File: src/rtl/fipi_pkg.sv
package fipi_pkg;

  typedef enum logic [1:0] {
    REQ_NOW   = 2'd0,
    REQ_PULL  = 2'd1,
    REQ_LATER = 2'd2,
    REQ_QUIET = 2'd3
  } req_kind_e;

  // Request word layout; core, cluster and kind positions are decoded.
  typedef struct packed {
    logic [1:0] rsv_top;
    req_kind_e  kind;
    logic [3:0] rsv_mid;
    logic [7:0] cluster;
    logic [7:0] rsv_low;
    logic [7:0] core;
  } req_word_t;

endpackage

File: src/rtl/fipi_decode.sv
module fipi_decode
  import fipi_pkg::*;
#(
  parameter int unsigned NCL   = 2,
  parameter int unsigned NCPC  = 4,
  parameter int unsigned NCORE = NCL * NCPC,
  parameter int unsigned SRC_W = $clog2(NCORE)
) (
  input  logic              req_valid,
  input  logic [SRC_W-1:0]  req_src,
  input  logic              req_global,
  input  logic [31:0]       req_word,
  output logic [NCORE-1:0]  hit_now,
  output logic [NCORE-1:0]  hit_pull,
  output logic [NCORE-1:0]  hit_later,
  output logic [NCORE-1:0]  hit_quiet
);

  req_word_t  w;
  logic [7:0] tgt_cl;
  logic [15:0] tgt_idx;
  logic       in_range;
  logic [NCORE-1:0] match;

  always_comb begin
    w        = req_word_t'(req_word);
    tgt_cl   = req_global ? w.cluster : 8'(32'(req_src) / NCPC);
    in_range = (32'(w.core) < NCPC) && (32'(tgt_cl) < NCL);
    tgt_idx  = 16'(tgt_cl) * 16'(NCPC) + 16'(w.core);
  end

  for (genvar i = 0; i < NCORE; i++) begin : g_core
    assign match[i]     = req_valid && in_range && (tgt_idx == 16'(i));
    assign hit_now[i]   = match[i] && (w.kind == REQ_NOW);
    assign hit_pull[i]  = match[i] && (w.kind == REQ_PULL);
    assign hit_later[i] = match[i] && (w.kind == REQ_LATER);
    assign hit_quiet[i] = match[i] && (w.kind == REQ_QUIET);
  end

  logic [NCORE-1:0] any_hit;
  logic [NCORE-1:0] own_cl_mask;
  assign any_hit = hit_now | hit_pull | hit_later | hit_quiet;

  always_comb begin
    own_cl_mask = '0;
    for (int c = 0; c < NCORE; c++)
      if (32'(c) / NCPC == 32'(req_src) / NCPC) own_cl_mask[c] = 1'b1;
  end

  // one request reaches at most one core
  always_comb p_single_target_r2: assert ($onehot0(any_hit));
  // a local request never leaves the requester's cluster
  always_comb p_local_cluster_r3: assert (req_global || ((any_hit & ~own_cl_mask) == '0));

endmodule

File: src/rtl/fipi_defer_slot.sv
module fipi_defer_slot #(
  parameter int unsigned CNT_W = 16
) (
  input  logic             clk,
  input  logic             rst_n,
  input  logic             cd_we,
  input  logic [CNT_W-1:0] cd_val,
  input  logic             arm,
  input  logic             pull,
  output logic             fire
);

  logic [CNT_W-1:0] cd_q;
  logic [CNT_W-1:0] cnt_q;
  logic             held_q;

  assign fire = held_q && (cnt_q == '0) && !pull;

  always_ff @(posedge clk) begin
    if (!rst_n) begin
      cd_q   <= '0;
      cnt_q  <= '0;
      held_q <= 1'b0;
    end else begin
      if (cd_we) cd_q <= cd_val;
      if (arm) begin
        held_q <= 1'b1;
        cnt_q  <= cd_q;
      end else if (pull) begin
        held_q <= 1'b0;
      end else if (held_q) begin
        if (cnt_q == '0) held_q <= 1'b0;
        else             cnt_q  <= cnt_q - CNT_W'(1);
      end
    end
  end

  // a held slot counts down by one each cycle
  p_tick_r7: assert property (@(posedge clk) disable iff (!rst_n)
    (held_q && cnt_q != '0 && !arm && !pull) |=> (held_q && cnt_q == $past(cnt_q) - CNT_W'(1)));
  // a retract empties the slot
  p_pull_r8: assert property (@(posedge clk) disable iff (!rst_n)
    (pull && !arm) |=> (!held_q && !fire));
  // arming (also re-arming) loads the countdown register
  p_arm_r10: assert property (@(posedge clk) disable iff (!rst_n)
    arm |=> (held_q && cnt_q == $past(cd_q)));

endmodule

File: src/rtl/fipi_pend_bank.sv
module fipi_pend_bank #(
  parameter int unsigned NCORE = 8
) (
  input  logic             clk,
  input  logic             rst_n,
  input  logic [NCORE-1:0] set_v,
  input  logic [NCORE-1:0] wake_v,
  input  logic [NCORE-1:0] clr_v,
  output logic [NCORE-1:0] pend,
  output logic [NCORE-1:0] wake_q
);

  always_ff @(posedge clk) begin
    if (!rst_n) begin
      pend   <= '0;
      wake_q <= '0;
    end else begin
      pend   <= (pend & ~clr_v) | set_v;
      wake_q <= wake_v;
    end
  end

  // a set lands even when a clear arrives together
  p_set_wins_r6: assert property (@(posedge clk) disable iff (!rst_n)
    (set_v != '0) |=> ((pend & $past(set_v)) == $past(set_v)));
  // a lone clear drops the bit
  p_clear_r6: assert property (@(posedge clk) disable iff (!rst_n)
    ((clr_v & ~set_v) != '0) |=> ((pend & $past(clr_v & ~set_v)) == '0));
  // no set and no clear keeps the level
  p_hold_r6: assert property (@(posedge clk) disable iff (!rst_n)
    (set_v == '0 && clr_v == '0) |=> $stable(pend));
  // a wake pulse always comes with the level
  p_wake_level_r4: assert property (@(posedge clk) disable iff (!rst_n)
    ((wake_q & ~pend) == '0));

endmodule

File: src/rtl/fipi_requester.sv
module fipi_requester #(
  parameter int unsigned NCL   = 2,
  parameter int unsigned NCPC  = 4,
  parameter int unsigned CNT_W = 16,
  localparam int unsigned NCORE = NCL * NCPC,
  localparam int unsigned SRC_W = $clog2(NCORE)
) (
  input  logic             clk,
  input  logic             rst_n,
  input  logic             req_valid,
  output logic             req_ready,
  input  logic [SRC_W-1:0] req_src,
  input  logic             req_global,
  input  logic [31:0]      req_word,
  input  logic             clr_valid,
  input  logic [SRC_W-1:0] clr_core,
  input  logic [31:0]      clr_word,
  input  logic             cd_wr,
  input  logic [SRC_W-1:0] cd_core,
  input  logic [CNT_W-1:0] cd_value,
  output logic [NCORE-1:0] fiq,
  output logic [NCORE-1:0] wake
);

  logic [NCORE-1:0] hit_now, hit_pull, hit_later, hit_quiet;
  logic [NCORE-1:0] fire, clr_v, set_v, wake_v;

  assign req_ready = 1'b1;

  fipi_decode #(.NCL(NCL), .NCPC(NCPC), .NCORE(NCORE), .SRC_W(SRC_W)) u_decode (
    .req_valid (req_valid),
    .req_src   (req_src),
    .req_global(req_global),
    .req_word  (req_word),
    .hit_now   (hit_now),
    .hit_pull  (hit_pull),
    .hit_later (hit_later),
    .hit_quiet (hit_quiet)
  );

  for (genvar i = 0; i < NCORE; i++) begin : g_slot
    assign clr_v[i] = clr_valid && (clr_core == SRC_W'(i)) && clr_word[0];

    fipi_defer_slot #(.CNT_W(CNT_W)) u_slot (
      .clk   (clk),
      .rst_n (rst_n),
      .cd_we (cd_wr && (cd_core == SRC_W'(i))),
      .cd_val(cd_value),
      .arm   (hit_later[i]),
      .pull  (hit_pull[i]),
      .fire  (fire[i])
    );
  end

  assign set_v  = hit_now | hit_quiet | fire;
  assign wake_v = hit_now | fire;

  fipi_pend_bank #(.NCORE(NCORE)) u_bank (
    .clk   (clk),
    .rst_n (rst_n),
    .set_v (set_v),
    .wake_v(wake_v),
    .clr_v (clr_v),
    .pend  (fiq),
    .wake_q(wake)
  );

  logic [NCORE-1:0] any_hit;
  assign any_hit = hit_now | hit_pull | hit_later | hit_quiet;

  // a core field beyond the cluster size reaches nothing
  p_range_core_r9: assert property (@(posedge clk) disable iff (!rst_n)
    (req_valid && 32'(req_word[7:0]) >= NCPC) |-> (any_hit == '0));
  // a global cluster field beyond the cluster count reaches nothing
  p_range_cl_r9: assert property (@(posedge clk) disable iff (!rst_n)
    (req_valid && req_global && 32'(req_word[23:16]) >= NCL) |-> (any_hit == '0));
  // immediate sets level and wake on the next cycle
  p_now_r4: assert property (@(posedge clk) disable iff (!rst_n)
    (hit_now != '0) |=> ((fiq & wake & $past(hit_now)) == $past(hit_now)));
  // a lone no-wake delivery raises the level without a wake pulse
  p_quiet_r5: assert property (@(posedge clk) disable iff (!rst_n)
    (hit_quiet != '0 && fire == '0) |=> (((fiq & $past(hit_quiet)) == $past(hit_quiet)) && ((wake & $past(hit_quiet)) == '0)));

endmodule

File: config.mk
export PLATFORM = sky130hd
export DESIGN_NAME = fipi_requester
export DESIGN_NICKNAME = d
export VERILOG_FILES = /design/src/rtl/fipi_pkg.sv /design/src/rtl/fipi_decode.sv /design/src/rtl/fipi_defer_slot.sv /design/src/rtl/fipi_pend_bank.sv /design/src/rtl/fipi_requester.sv
export SDC_FILE = /design/constraint.sdc
export NUM_CORES = 1
export LEC_CHECK = 0
export CORE_ASPECT_RATIO = 0.9
export CORE_MARGIN = 3
export CORE_UTILIZATION = 49
export CTS_BUF_LIST = sky130_fd_sc_hd__clkbuf_8
export DETAILED_ROUTE_END_ITERATION = 7
export PLACE_DENSITY_LB_ADDON = 0.15
export SKIP_LAST_GASP = 1
export SLEW_MARGIN = 20
export SYNTH_ARGS = -nofsm -noshare
export SYNTH_HDL_FRONTEND = slang
export SYNTH_SLANG_ARGS = --single-unit
File: constraint.sdc
create_clock -name clk -period 6.6 [get_ports clk]
set_clock_uncertainty 0.1 [all_clocks]
set_input_delay 1.98 -clock clk [delete_from_list [all_inputs] [get_ports clk]]
set_output_delay 1.98 -clock clk [all_outputs]
set_load 0.1 [all_outputs]
# Yosys cells after proc, flatten, opt, wreduce, memory -nomap -nowiden
# Cells that the tools add are included.
[word_totals]
output_inout_bits = 17
in_bits = 95
regBits = 280
elab_cells = 266
[classes]
reduce_logical = 118
bitwise_logic = 6
n_addsub = 9
eq_ne = 40
mux = 65
n_lt_le_gt_ge = 2
[op_table]
columns = ["op", "n"]
rows = [
  ["16-bit two-way mux", 32],
  ["16-bit logical NOT", 9],
  ["16-bit by 1-bit subtractor with 16-bit output, second input constant", 8],
  ["1-bit logical AND", 82],
  ["16-bit by 3-bit == test with 1-bit output, second input constant", 4],
  ["16-bit by 2-bit == test with 1-bit output, second input constant", 2],
  ["1-bit two-way mux", 32],
  ["2-bit by 1-bit inequality test with 1-bit output, second input constant", 16],
  ["8-bit OR", 4],
  ["3-bit == test, second input constant", 8],
  ["3-bit AND reduction", 8],
  ["16-bit by 1-bit == test with 1-bit output, second input constant", 1],
  ["2-bit nonzero test", 8],
  ["3-bit by 2-bit == test with 1-bit output, second input constant", 4],
  ["10-bit by 8-bit adder with 11-bit output", 1],
  ["8-bit bitwise AND", 1],
  ["1-bit logical NOT", 8],
  ["8-bit by 2-bit < comparator with 1-bit output, second input constant", 1],
  ["8-bit by 3-bit < comparator with 1-bit output, second input constant", 1],
  ["8-bit two-way mux", 1],
  ["8-bit inverter", 1],
  ["3-bit by 1-bit == test with 1-bit output, second input constant", 2],
  ["3-bit logical NOT", 2],
  ["2-bit == test, second input constant", 2],
  ["other kinds (2)", 2],
]

# Logic depth before layout (Yosys ltp)
[logic_depth]
ltp_word = 10
depth_mapped = 16
ltp_nobuf = 12

# Cells and area by module
# From an unflattened synthesis, not the netlist that was laid out.
[hier_totals]
hier_cells = 1612
hier_area_um2 = 14815.5
[modules_own_cells]
columns = ["module", "area_each_um2", "n_inst", "cells_per_inst"]
rows = [
  ["fipi_defer_slot at g_slot[0].u_slot ...", 1610.3, 6, 172],
  ["fipi_defer_slot at g_slot[6].u_slot ...", 1691.6, 2, 182],
  ["fipi_decode", 1041.0, 1, 130],
  ["fipi_pend_bank", 491.7, 1, 41],
  ["fipi_requester", 237.7, 1, 45],
]

# Least setup slack after synthesis
# No wires, ideal clock.
[synth_path]
kind = "input to register"
start = "input req_global"
end = "register g_slot[3].u_slot.cnt_q[10]"
arrival_ns = 5.559
path_slack_ns = 0.855
required_ns = 6.414
stages = 15
cell_sequence = "clkbuf_1 -> clkbuf_1 -> mux2_2 -> ha_1 -> ha_1 -> nor4_1 -> o311ai_0 -> a2111oi_2 -> nand4_1 -> or4_1 -> and2_1 -> clkbuf_1 -> nor2b_1 -> xnor2_1 -> a211oi_1"
[synth_between]
elab_chain_cells = 8
elab_cells_between_ends = 14
cone_classes = "add/sub: 1; order compare: 1; eq/ne: 3; mux: 2; reduce/logical: 7"
[synth_lines]
columns = ["item", "line_no", "rtl"]
rows = [
  ["start: declaration", "fipi_requester.sv:13", "input logic req_global,"],
  ["8-bit two-way mux *", "fipi_decode.sv:27", "tgt_cl = req_global ? w.cluster : 8'(32'(req_src) / NCPC);"],
  ["parallel branches: the longest is 3 deep, another holds 10-bit by 8-bit adder with 11-bit output", "-", ""],
  ["1-bit logical AND *", "fipi_decode.sv:33", "assign match[i] = req_valid && in_range && (tgt_idx == 16'(i));"],
  ["1-bit logical AND, on equally long branches", "fipi_decode.sv:35, fipi_decode.sv:36", ""],
  ["2-bit by 1-bit inequality test with 1-bit output (no source line) / 2-bit nonzero test (equally long branches)", "-", ""],
  ["3-bit AND reduction (no source line)", "-", ""],
  ["end signal: assignment", "fipi_defer_slot.sv:28", "cnt_q <= cd_q;"],
  ["end signal: assignment", "fipi_defer_slot.sv:33", "else cnt_q <= cnt_q - CNT_W'(1);"],
  ["end: declaration", "fipi_defer_slot.sv:14", "logic [CNT_W-1:0] cnt_q;"],
]
# Every way passes the cells marked *.
# A chain may end at the register's enable or synchronous reset.

# Final worst setup path
[layout_path]
start = "input req_global"
end = "register u_bank.wake_q[1]"
[layout_between]
elab_chain_cells = 9
elab_cells_between_ends = 12
cone_classes = "add/sub: 1; order compare: 1; eq/ne: 1; mux: 1; bitwise: 1; reduce/logical: 7"
[layout_lines]
columns = ["item", "line_no", "rtl"]
rows = [
  ["8-bit two-way mux *", "fipi_decode.sv:27", ""],
  ["parallel branches: the longest is 3 deep, another holds 10-bit by 8-bit adder with 11-bit output", "-", ""],
  ["1-bit logical AND *", "fipi_decode.sv:33", ""],
  ["1-bit logical AND", "fipi_decode.sv:35", "assign hit_pull[i] = match[i] && (w.kind == REQ_PULL);"],
  ["1-bit logical NOT", "fipi_defer_slot.sv:17", "assign fire = held_q && (cnt_q == '0) && !pull;"],
  ["1-bit logical AND", "fipi_defer_slot.sv:17", ""],
  ["8-bit OR *", "fipi_requester.sv:56", "assign wake_v = hit_now | fire;"],
  ["end signal: assignment", "fipi_pend_bank.sv:19", "wake_q <= wake_v;"],
  ["end: declaration", "fipi_pend_bank.sv:10", "output logic [NCORE-1:0] wake_q"],
]
# Marked as above.

==> metrics.md <==
| Metric | Value |
|---|---|
| # nets final | 1946 |
| Top cells by count, synth | 341 x nand2_1, 280 x dfxtp_1, 256 x a21oi_1 |
| PD cells | 228 nW/um^2 |
| CP Launch Type | input port |
| F_max | 0.165 GHz |
| Min setup slack post-route | 522 ps |
| Syn nets | 1929 |
| # fillers | 2630 |
| Critical Path Sink Type | flop |
| PostCTS Resize Cnt | 0 |
| Unique masters post-synth | 84 |
| Routed Antenna Nets | 0 |
| Num CTS Buffers | 47 |
| Register area | 5610 um^2 |
| Layout Utilization | 57.0% |
| # H-tree levels | 2 |
| Area occupied by multi-input gates | 7500 um^2 |
| Hold Path Class | reg -> reg |
| HPWL Detailed | 26500 um |
| Arrival time at the worst endpoint | 6390 ps |
| Crit share post-route | 92.1% |
| Static Leak | 5.70 nW |
| Vias in the first global route | 12156 |
| Syn-to-layout area delta | 13.0% |
| DRC Markers | 0 |
| Dpl cells | 2143 |
| Actual slew at the worst max-slew pin | 1040 ps |
| Number of hold buffers added after cts | 0 |
| Slew Limit Headroom | 30.2% |
| Max cap viols | 0 |
| Max VDD drop | 194 uV |
| Fin. Hold Viols | 0 |
| Die Height | 165 um |
| Pre-CTS setup slack | 136 ps |
| Number of flops mapped to enable cells by yosys | 0 |
| Core area | 27300 um^2 |
| Initial Util | 50.5% |
| Ports | 112 |
| Vias per cell | 5.96 |
| Clock Latency Late Sink | 560 ps |
| Ys async rst share | 0% |
| Via count | 13263 |
| Postcts setup bufs | 0 |
| Post-Syn Area | 13800 um^2 |
| Total grt overflow | 0 |
| GPL Wtd Cong | 0.896 |
| Die Wd | 183 um |
| Area share of the leading cell type in the synthesized netlist | 40.6% |
| Post-Layout Cell Count | 2226 |
| FP Rows | 57 |
| DRT Pass-1 Iters | 5 |
| Critical Path Fanout Max | 13 |
| Critical path required time | 6910 ps |
| Total power | 3.55 mW |
| Synth area leaders | dfxtp_1 41%, a21oi_1 9.3%, nand2_1 9.3%, o21ai_0 4.0%, nor2_1 3.2% |
| CTS Buffer Depth | 3 |
| Iteration-0 DRC Markers | 1236 |
| Worst-path clk slew | 60 ps |
| Register area share after synthesis | 40.6% |
| Slew Viols, Final | 0 |
| Area of the die | 30200 um^2 |
| Largest net degree at the start of global routing | 93 |
| Ys flop type | dfxtp_1 |
| Synth Instances | 1821 |
| Port Buffers | 63 |
| Layout cell share with drive strength beyond 1 | 8.44% |
| Final setup viols | 0 |
| Routed WL per cell | 18.4 um |
| First-pass GRT wire length | 64600 um |
| Initial antenna violation count | 2 |
| CTS tree | done |
| Crit path kind | in -> reg |
| Cell with the most instances after synthesis | nand2_1 |
| Setup_tns | 0 ps |
| Unrepaired setup endpoints after global routing | no |
| CTS root buf | clkbuf_8 |
| Ys Warns | 0 |
| Sink Count | 280 |
| WL final | 40900 um |
| Tmin final | 6080 ps |
| #FFs+latches synth | 280 |
| Status | completed |
| GRT Total Usage | 26.4% |
| Largest area contributor in the netlist | dfxtp_1 |
| Mean area per synthesized cell | 7.57 um^2 |
-- placed cells by master, fill, tap and decap left out, types with 8 or more instances in the layout --
master	n
clkdlybuf4s50_1	62
xnor2_1	29
clkbuf_8	61
o311ai_0	12
o211ai_1	17
and3_1	14
nand3_1	49
nand2_1	341
or2_2	10
nor3b_1	11
nand4_1	18
nor2b_1	13
dfxtp_1	280
a31oi_1	13
a21oi_1	256
nor3_1	77
buf_4	29
or4_1	17
a211oi_1	13
nor2_1	116
inv_1	55
and2_1	14
or3_1	20
o31ai_1	12
o21ai_0	109
ha_1	13
mux2i_1	8
nor4_1	44
o22ai_1	11
xor2_1	18
nand2b_1	16
a31o_2	8
-- routing by layer --
layer	GRT usage [%]	part of all wire (%)	up-vias
met5	0	0	-
met4	7.52	2.8	0
met3	4.62	7.8	80
met2	41.4	43	480
met1	37.4	46	6207
li1	-	-	6496
-- layout make-up --
| type | count | share of cell area, % |
|---|---|---|
| clock buffers | 61 | 5.39 |
| well taps | 354 | 2.84 |
| flip-flops and latches | 280 | 36.0 |
| clock inverters | 21 | 0.916 |
| diodes | 1 | 0.0161 |
| inverters | 45 | 1.13 |
| multi-input cells | 1371 | 48.2 |
| repair buffers | 93 | 5.54 |
-- cell families (layout without fill, tap and decap cells) --
family          Yosys count  count (layout)  synth area share, %
compound gates          506             506                 21.6
xor+xnor                 47              47                 2.98
fa+ha+maj                13              13                 1.18
buf+inv                 170             220                 5.18
flops                   280             280                 40.6
mux                      11              11                0.826
other cells               1               2               0.0272
simple gates            793             793                 27.5
-- per-stage QoR --
stage          hold slack [ps]  instance area (um^2)
3_5_place_dp               344                 14600
3_3_place_gp               339                 14600
2_1_floorplan              332                 13800
4_1_cts                    353                 15600
5_1_grt                    370                 15600
6_report                   350                 15600
-- worst paths after layout --
kind	endpoint	start	slack, ps	cells after the start
setup / recovery	u_bank.wake_q[1]	req_global	520	11
hold / removal	g_slot[3].u_slot.cd_q[11]	g_slot[3].u_slot.cd_q[11]	350	2
setup reg to reg	g_slot[7].u_slot.cnt_q[5]	g_slot[7].u_slot.cnt_q[0]	2780	10
hold reg to reg	g_slot[3].u_slot.cd_q[11]	g_slot[3].u_slot.cd_q[11]	350	2
-- report_power, final --
group / switching (mW) / total (mW) / internal, mW
sequential: 0.00820 / 1.72 / 1.71
combinational: 0.162 / 0.230 / 0.0683
clock: 0.705 / 1.61 / 0.903
-- registers in the layout, summed over array words and instances (netlist names) --
signal,count
g_slot.u_slot.cd_q,128
g_slot.u_slot.cnt_q,128
u_bank.pend,8
u_bank.wake_q,8
g_slot.u_slot.held_q,8
-- critical path: stages --
cell and delay, ps:
clkdlybuf4s50_1 490, mux2_2 330, ha_1 240, ha_1 320
nor4_1 250, o311ai_0 240, a2111oi_2 520, and2_1 580
nand3_1 480, or4_1 590, a21oi_1 370
No activity file was read; power rests on OpenSTA's default activity.
